$ cat config.mk
export PLATFORM = sky130hd
export DESIGN_NAME = split_reload_timer
export DESIGN_NICKNAME = d
export VERILOG_FILES = /design/src/rtl/srt_pkg.sv /design/src/rtl/srt_tickgen.sv /design/src/rtl/srt_half.sv /design/src/rtl/split_reload_timer.sv
export SDC_FILE = /design/constraint.sdc
export NUM_CORES = 1
export LEC_CHECK = 0
export BUFFER_PORTS_ARGS = -buffer_cell sky130_fd_sc_hd__buf_2
export CAP_MARGIN = 30
export CORE_AREA = 2 2 80 82
export CTS_CLUSTER_SIZE = 10
export DETAILED_ROUTE_END_ITERATION = 16
export DIE_AREA = 0 0 82 84
export SLEW_MARGIN = 20
export SYNTH_ARGS = -nofsm -noshare
export SYNTH_HDL_FRONTEND = slang
export SYNTH_HIERARCHICAL = 1
export SYNTH_SLANG_ARGS = --single-unit
$ cat constraint.sdc
create_clock -name clk -period 4 [get_ports clk]
set_input_delay 0.8 -clock clk [delete_from_list [all_inputs] [get_ports clk]]
set_output_delay 0.8 -clock clk [all_outputs]
set_load 0.005 [all_outputs]
$ cat src/rtl/srt_pkg.sv
package srt_pkg;

  typedef enum logic [1:0] {
    SRC_SLOW = 2'd0,
    SRC_EXT  = 2'd1,
    SRC_SYS  = 2'd2
  } tick_src_e;

  function automatic tick_src_e pick_src(input logic fast, input logic ext_sel);
    if (fast)         return SRC_SYS;
    else if (ext_sel) return SRC_EXT;
    else              return SRC_SLOW;
  endfunction

endpackage

$ cat src/rtl/srt_tickgen.sv
module srt_tickgen #(
  parameter int SLOW_DIV    = 12,
  parameter int EXT_DIV     = 8,
  parameter int SYNC_STAGES = 2
) (
  input  logic clk,
  input  logic rst_n,
  input  logic ext_clk,
  output logic slow_tick,
  output logic ext_tick
);

  localparam int SW = (SLOW_DIV > 1) ? $clog2(SLOW_DIV) : 1;
  localparam int EW = (EXT_DIV > 1) ? $clog2(EXT_DIV) : 1;
  localparam logic [SW-1:0] SLOW_LAST = SW'(SLOW_DIV - 1);
  localparam logic [EW-1:0] EXT_LAST  = EW'(EXT_DIV - 1);

  logic [SYNC_STAGES-1:0] sync_q, sync_d;
  logic                   prev_q, prev_d;
  logic [SW-1:0]          slow_q, slow_d;
  logic [EW-1:0]          ecnt_q, ecnt_d;
  logic                   ext_rise;

  // synchroniser shift, edge detect, and both dividers
  always_comb begin
    sync_d    = {sync_q[SYNC_STAGES-2:0], ext_clk};
    prev_d    = sync_q[SYNC_STAGES-1];
    ext_rise  = sync_q[SYNC_STAGES-1] & ~prev_q;

    slow_tick = (slow_q == SLOW_LAST);
    slow_d    = slow_tick ? '0 : slow_q + 1'b1;

    ext_tick  = ext_rise && (ecnt_q == EXT_LAST);
    ecnt_d    = ecnt_q;
    if (ext_rise) ecnt_d = (ecnt_q == EXT_LAST) ? '0 : ecnt_q + 1'b1;
  end

  always_ff @(posedge clk or negedge rst_n) begin
    if (!rst_n) begin
      sync_q <= '0;
      prev_q <= 1'b0;
      slow_q <= '0;
      ecnt_q <= '0;
    end else begin
      sync_q <= sync_d;
      prev_q <= prev_d;
      slow_q <= slow_d;
      ecnt_q <= ecnt_d;
    end
  end

  // the slow tick is a single-cycle pulse
  p_slow_single_r4: assert property (@(posedge clk) disable iff (!rst_n)
    slow_tick |=> !slow_tick);

  // an external tick needs a fresh synchronised rising edge
  p_ext_edge_r5: assert property (@(posedge clk) disable iff (!rst_n)
    ext_tick |-> (sync_q[SYNC_STAGES-1] && !prev_q));

endmodule

$ cat src/rtl/srt_half.sv
module srt_half #(
  parameter int W = 8
) (
  input  logic         clk,
  input  logic         rst_n,
  input  logic         tick,
  input  logic         wr,
  input  logic [W-1:0] wdata,
  input  logic [W-1:0] reload,
  input  logic         clr,
  output logic [W-1:0] cnt,
  output logic         flag
);

  localparam logic [W-1:0] TOP = {W{1'b1}};

  logic [W-1:0] cnt_q, cnt_d;
  logic         flag_q, flag_d;
  logic         count_en;
  logic         wrap;

  always_comb begin
    count_en = tick & ~wr;
    wrap     = count_en && (cnt_q == TOP);

    cnt_d = cnt_q;
    if (wr)            cnt_d = wdata;
    else if (wrap)     cnt_d = reload;
    else if (count_en) cnt_d = cnt_q + 1'b1;

    flag_d = flag_q;
    if (wrap)     flag_d = 1'b1;
    else if (clr) flag_d = 1'b0;
  end

  always_ff @(posedge clk or negedge rst_n) begin
    if (!rst_n) begin
      cnt_q  <= '0;
      flag_q <= 1'b0;
    end else begin
      cnt_q  <= cnt_d;
      flag_q <= flag_d;
    end
  end

  assign cnt  = cnt_q;
  assign flag = flag_q;

  p_write_load_r8: assert property (@(posedge clk) disable iff (!rst_n)
    wr |=> (cnt_q == $past(wdata)));

  p_reload_r2: assert property (@(posedge clk) disable iff (!rst_n)
    (tick && !wr && cnt_q == TOP) |=> (cnt_q == $past(reload)) && flag_q);

  p_sticky_r6: assert property (@(posedge clk) disable iff (!rst_n)
    (flag_q && !clr) |=> flag_q);

  p_set_wins_r9: assert property (@(posedge clk) disable iff (!rst_n)
    (tick && !wr && cnt_q == TOP && clr) |=> flag_q);

  p_idle_hold_r3: assert property (@(posedge clk) disable iff (!rst_n)
    (!tick && !wr) |=> $stable(cnt_q));

endmodule

$ cat src/rtl/split_reload_timer.sv
module split_reload_timer #(
  parameter int W           = 8,
  parameter int SLOW_DIV    = 12,
  parameter int EXT_DIV     = 8,
  parameter int SYNC_STAGES = 2
) (
  input  logic         clk,
  input  logic         rst_n,
  input  logic         ext_clk,
  input  logic         run_hi,
  input  logic         hi_fast,
  input  logic         lo_fast,
  input  logic         ext_sel,
  input  logic         irq_en,
  input  logic         lo_irq_en,
  input  logic [W-1:0] reload_hi,
  input  logic [W-1:0] reload_lo,
  input  logic         cnt_hi_wr,
  input  logic [W-1:0] cnt_hi_wdata,
  input  logic         cnt_lo_wr,
  input  logic [W-1:0] cnt_lo_wdata,
  input  logic         clr_hi,
  input  logic         clr_lo,
  output logic [W-1:0] cnt_hi,
  output logic [W-1:0] cnt_lo,
  output logic         flag_hi,
  output logic         flag_lo,
  output logic         irq
);
  import srt_pkg::*;

  localparam int NH = 2;  // index 0 = low half, 1 = high half

  logic slow_tick, ext_tick;

  logic [NH-1:0] fast_sel, run_en, tick_en, wr_v, clr_v, flag_v;
  logic [W-1:0]  wdata_v  [NH];
  logic [W-1:0]  reload_v [NH];
  logic [W-1:0]  cnt_v    [NH];

  srt_tickgen #(
    .SLOW_DIV   (SLOW_DIV),
    .EXT_DIV    (EXT_DIV),
    .SYNC_STAGES(SYNC_STAGES)
  ) u_tick (
    .clk      (clk),
    .rst_n    (rst_n),
    .ext_clk  (ext_clk),
    .slow_tick(slow_tick),
    .ext_tick (ext_tick)
  );

  always_comb begin
    fast_sel    = {hi_fast, lo_fast};
    run_en      = {run_hi, 1'b1};
    wr_v        = {cnt_hi_wr, cnt_lo_wr};
    clr_v       = {clr_hi, clr_lo};
    wdata_v[0]  = cnt_lo_wdata;
    wdata_v[1]  = cnt_hi_wdata;
    reload_v[0] = reload_lo;
    reload_v[1] = reload_hi;
  end

  for (genvar g = 0; g < NH; g++) begin : g_half
    tick_src_e src;
    logic      raw_tick;

    always_comb begin
      src = pick_src(fast_sel[g], ext_sel);
      unique case (src)
        SRC_SYS:  raw_tick = 1'b1;
        SRC_EXT:  raw_tick = ext_tick;
        default:  raw_tick = slow_tick;
      endcase
      tick_en[g] = raw_tick & run_en[g];
    end

    srt_half #(.W(W)) u_half (
      .clk   (clk),
      .rst_n (rst_n),
      .tick  (tick_en[g]),
      .wr    (wr_v[g]),
      .wdata (wdata_v[g]),
      .reload(reload_v[g]),
      .clr   (clr_v[g]),
      .cnt   (cnt_v[g]),
      .flag  (flag_v[g])
    );
  end

  assign cnt_lo  = cnt_v[0];
  assign cnt_hi  = cnt_v[1];
  assign flag_lo = flag_v[0];
  assign flag_hi = flag_v[1];
  assign irq     = irq_en & (flag_hi | (flag_lo & lo_irq_en));

  p_run_gate_r3: assert property (@(posedge clk) disable iff (!rst_n)
    (!run_hi && !cnt_hi_wr) |=> $stable(cnt_hi));

  p_fast_step_r1: assert property (@(posedge clk) disable iff (!rst_n)
    (lo_fast && !cnt_lo_wr && cnt_lo != '1) |=> (cnt_lo == $past(cnt_lo) + 1'b1));

  p_irq_hi_r7: assert property (@(posedge clk) disable iff (!rst_n)
    (irq_en && flag_hi) |-> irq);

  p_irq_off_r7: assert property (@(posedge clk) disable iff (!rst_n)
    !irq_en |-> !irq);

endmodule

* Word-level counts from Yosys, hierarchy flattened
Index checks and enable logic that the tools add are counted.
Storage, ports and cells: register bits after elaboration 28, latch bits 0, memory bits (writable) 0, memory bits (read-only) 0, input bits 45, output and inout bits 19, memories kept 0
Cells by class: $add $sub $neg 4, multipliers 0, divide/modulo/power cells 0, $lt $le $gt $ge 0, equal/unequal tests 8, shifts and indexed selects 0, muxes and demuxes 17, bitwise gates (word level) 10, reduce and logical (&&, ||, !) cells 7
Operators with widths (number):
- two-way mux 8 bit | 6
- adder 8 x 1 -> 8 bit (second input constant) | 2
- == test 8 bit (second input constant) | 2
- bitwise AND 1 bit | 6
- nonzero test 3 bit | 2
- two-way mux 1 bit | 5
- adder 4 x 1 -> 4 bit (second input constant) | 1
- == test 2 x 1 -> 1 bit (second input constant) | 2
- == test 2 bit (second input constant) | 2
- == test 4 bit (second input constant) | 1
- two-way mux 2 bit | 2
- two-way mux 4 bit | 1
- case mux 1 bit (2 select lines) | 2
- nonzero test 2 bit | 2
- adder 3 x 1 -> 3 bit (second input constant) | 1
- == test 3 bit (second input constant) | 1
- logical AND 1 bit | 3
- two-way mux 3 bit | 1
- NOT 1 bit | 3
- OR 1 bit | 1

* Logic depth before layout (Yosys ltp)
word-level depth 9, gate-level depth with buffers 10, mapped depth without buffers 9

* Modules after synthesis
Netlist, hierarchy kept.
Modules (own cells, without submodules):
- srt_half | instances 2, cells an instance 74, area an instance 639.4 um^2
- srt_tickgen | instances 1, cells an instance 28, area an instance 421.7 um^2
- split_reload_timer | instances 1, cells an instance 6, area an instance 38.8 um^2

* Least setup slack after synthesis
No wires, ideal clock.
kind register to register, start point register u_tick.ecnt_q[0], end point register g_half[0].u_half.cnt_q[3], library setup time 124 ps, arrival 2013 ps, slack 1863 ps, cell stages (with the launch flop) 10, buffers on the path 1, period minus slack after synthesis 2137 ps, cells stage by stage dfrtp_1 -> ha_1 -> ha_1 -> and2_2 -> and2_1 -> or3_1 -> buf_2 -> nand2b_1 -> a41oi_1 -> a211o_1
On the way: longest elaborated chain between the ends 7, elaborated cells on any way between the ends 8
Ends and longest elaborated chain:
- start: declaration | RTL line srt_tickgen.sv:21 | logic [EW-1:0] ecnt_q, ecnt_d;
- start signal: assignment | RTL line srt_tickgen.sv:48 | ecnt_q <= ecnt_d;
- == test 3 bit * | RTL line srt_tickgen.sv:33 | ext_tick = ext_rise && (ecnt_q == EXT_LAST);
- logical AND 1 bit * | RTL line srt_tickgen.sv:33
- named net ext_tick | RTL line split_reload_timer.sv:34 | logic slow_tick, ext_tick;
- case mux 1 bit (2 select lines) * | RTL line split_reload_timer.sv:70 | unique case (src)
- named net g_half[0].raw_tick | RTL line split_reload_timer.sv:66 | logic raw_tick;
- bitwise AND 1 bit * | RTL line srt_half.sv:23 | count_en = tick & ~wr;
- logical AND 1 bit | RTL line srt_half.sv:24 | wrap = count_en && (cnt_q == TOP);
- two-way mux 8 bit | RTL line srt_half.sv:28 | else if (wrap) cnt_d = reload;
- two-way mux 8 bit | RTL line srt_half.sv:27 | if (wr) cnt_d = wdata;
- end signal: assignment | RTL line srt_half.sv:41 | cnt_q <= cnt_d;
- end: declaration | RTL line srt_half.sv:17 | logic [W-1:0] cnt_q, cnt_d;
The timed path passes the listed nets; every way through them passes the cells marked *. A chain may end at the register's enable or synchronous reset.

* Worst setup path in the final report
Ends and elaborated chain as after synthesis.

==> qor.txt <==
Number of flops mapped to enable cells by yosys: 0
DR vias: 1624
First drt pass iteration count: 4
Max IR drop VDD: 0.138 mV
Post-route cell area: 0.00217 mm^2
Row cnt: 29
Initial antenna violation count: 0
Die W: 82 um
Clock Sinks: 28
Reg-to-reg startpoint: u_tick/ecnt_q[0]$_DFFE_PN0P_
Slew Viols, Final: 0
Crit end category: flop
FMAX: 429 MHz
Inserted Diodes: 0
CTS Buffer Depth: 2
Syn_area_per_cell: 9.56 um^2
Status: finished, final reports clean
Clock transition at path regs: 0.10 ns
Port Buffers: 63
GR Overflow Total: 0
Htree depth: 1
DRC: 0
Fillers: 669
CTS tree: built
Critical path's slowest cell: or3_1
1st-iter DRT viols: 48
Top-Level Pins: 64
Number of global-route vias before repair: 1549
CP max stage delay: 0.49 ns
CTS Buf Count: 3
Worst Path Class, Setup: reg -> reg
Post-DP HPWL: 3280 um
Worst Hold End: u_tick/sync_q[1]$_DFF_PN0_
Actual slew at the worst max-slew pin: 0.662 ns
# hold bufs at CTS: 0
Largest net degree at the start of global routing: 29
P&R area growth vs syn: 24.6%
Syn nets: 232
Clk Tree Root Cell: clkbuf_8
Max FO, Critical Path: 9
Final setup fails: 0
Total die area: 0.00689 mm^2
Leak Pwr: 0.983 nW
Layout Skew: 0.00547 ns
Synth Flop Type: dfrtp_1
Fin crit period: 2.33 ns
Number of synthesized register bits: 28
Post-synth ARST share: 100%
FF-to-FF End: g_half[0].u_half/cnt[3]$_DFFE_PN0P_
RSZ-0062 raised after global routing: no
Placed Area: 0.00210 mm^2
Synth area leader: dfrtp_1
Initial core utilization: 28.5%
Final nets: 292
Mapped Area: 0.00174 mm^2
Part of the cycle the worst path needs: 58.3%
TNS Setup: 0 ns
Sequential-to-total area share from yosys stat: 40.3%
Setup slack, reg-to-reg: 1.67 ns
Worst-Skew Late Latency: 0.27 ns
Antenna Nets Post-Route: 0
Reg area: 701 um^2
Crit start category: flop
Pwr dens: 361 mW/mm^2
Worst slew margin: 55.8%
Die Ht: 84 um
Largest cells by area after synthesis: dfrtp_1 40%, a21oi_1 4.3%, ha_1 3.6%, mux2i_1 3.5%, nand2_1 2.8%
Syn. warnings: 6
CP cell instances: ha_1 -> ha_1 -> and2_2 -> and2_1 -> or3_1 -> nand2b_1 -> a41oi_1 -> a211o_1
Register-to-Register Path Depth: 8
Routed WL per cell: 13.4 um
Core area: 0.00610 mm^2
Synth top area share: 40.3%
Unique masters post-synth: 43
HP Start: u_tick/sync_q[0]$_DFF_PN0_
CP arrival: 2.50 ns
Multi-input gate area: 938 um^2
Final hold vios: 0
Cells after synthesis: 182
Critical Path Most Common Cell: ha_1
GRT Total Usage: 12.7%
Layout cells sized above 1: 34.9%
Final WL: 4250 um
Hold Crit Depth: 0
Postcts setup bufs: 0
Number of gates resized after CTS: 0
Hold crit path type: reg -> reg
Placer Congestion: 0.840
Wire length of the first global-routing pass: 7050 um
Max-Cap Viols: 0
Vias per cell: 5.11
Worst EP required: 4.17 ns
## worst max-delay path, delay by kind of cell (launching register included)
kind / cells / cell delay (ns)
compound gates: 2 / 0.37
fa+ha+maj: 2 / 0.40
flops: 1 / 0.41
simple gates: 4 / 1.05
## synthesized netlist by cell type (all sizes together), types with 3 or more instances
master / instances
nand4b: 3
nand3: 6
nor3: 10
o31a: 3
nand4: 4
a41oi: 4
ha: 5
nand2: 13
o21ai: 10
mux2: 6
o31ai: 4
inv: 12
mux2i: 6
nor2b: 3
buf: 6
nor3b: 4
or3: 3
and2: 5
nand2b: 3
dfrtp: 28
nor2: 7
a21oi: 15
## sequential cells by signal, indices dropped and copies added, names as in the netlist
signal / cells
g_half.u_half/cnt: 16
u_tick/slow_q: 4
u_tick/ecnt_q: 3
g_half.u_half/flag: 2
u_tick/sync_q: 2
u_tick/prev_q: 1
## layout make-up
class / count / area share (%)
Tap cell: 77 / 4.45
Timing Repair Buffer: 63 / 14.5
Clock inverter: 1 / 1.39
Clock buffer: 3 / 1.91
Inverter: 12 / 2.08
Sequential cell: 28 / 32.3
Multi-Input combinational cell: 134 / 43.3
## stage by stage
step / hold slack, ns / power [mW] / cells / util (%) / setup WS (ns)
after global placement: 0.335 / 0.563 / 314 / 34.4 / 1.74
after floorplan: 0.331 / 0.489 / 182 / - / 1.86
after CTS: 0.371 / 0.796 / 318 / 35.6 / 1.65
after detailed placement: 0.346 / 0.566 / 314 / 34.4 / 1.67
after global routing: 0.389 / 0.841 / 318 / 35.6 / 1.52
final: 0.363 / 0.783 / 318 / 35.6 / 1.67
## layer usage
metal	routed length, um	part of all wire (%)	GRT usage, %	vias up
met4	20	0.47	3.03	0
met3	336	7.9	2.60	2
met5	0	0	0	-
met1	1930	45	17.3	769
met2	1970	46	20.3	62
li1	-	-	-	791
## power breakdown
part | total, mW | leakage (nW) | internal (mW) | switching, mW
clock | 0.221 | 0.0357 | 0.134 | 0.0875
combinational | 0.199 | 0.605 | 0.107 | 0.0918
sequential | 0.363 | 0.342 | 0.319 | 0.0438
total | 0.783 | 0.983 | 0.560 | 0.223
## layout by cell type (no fill, tap or decap), types with 3 or more instances in the layout
cell type  instances
nand2b_1           3
clkbuf_8           3
inv_1             12
dfrtp_1           28
nand3_1            6
buf_2             63
and2_2             3
o21ai_1            4
o31a_1             3
or3_1              3
o21ai_0            6
ha_1               5
nand2_1           13
nand4b_1           3
a21oi_1           15
nor3_1             8
nand4_1            4
mux2_4             3
a41oi_1            4
nor3b_1            4
mux2_2             3
mux2i_1            6
nor2_1             6
## kinds of logic after synthesis
logic type	Yosys count	share of synthesized area, %
AOI/OAI and AO/OA	47	18.0
xor gates and xnor gates	2	1.01
adders and majority gates	5	3.60
buffers and inverters	20	5.76
DFF	28	40.3
muxes	12	7.99
and+or+nand+nor	68	23.4
## worst max-delay path by stage
stage	start	end	slack, ns
after global placement	u_tick/ecnt_q[0]$_DFFE_PN0P_	g_half[0].u_half/cnt[3]$_DFFE_PN0P_	1.74
after global routing	u_tick/ecnt_q[0]$_DFFE_PN0P_	g_half[0].u_half/cnt[3]$_DFFE_PN0P_	1.52
after detailed placement	u_tick/ecnt_q[0]$_DFFE_PN0P_	g_half[0].u_half/cnt[3]$_DFFE_PN0P_	1.67
final	u_tick/ecnt_q[0]$_DFFE_PN0P_	g_half[0].u_half/cnt[3]$_DFFE_PN0P_	1.67
after floorplan	u_tick/ecnt_q[0]$_DFFE_PN0P_	g_half[0].u_half/cnt[3]$_DFFE_PN0P_	1.86
after CTS	u_tick/ecnt_q[0]$_DFFE_PN0P_	g_half[0].u_half/cnt[3]$_DFFE_PN0P_	1.65
No activity file was read; power rests on OpenSTA's default activity.
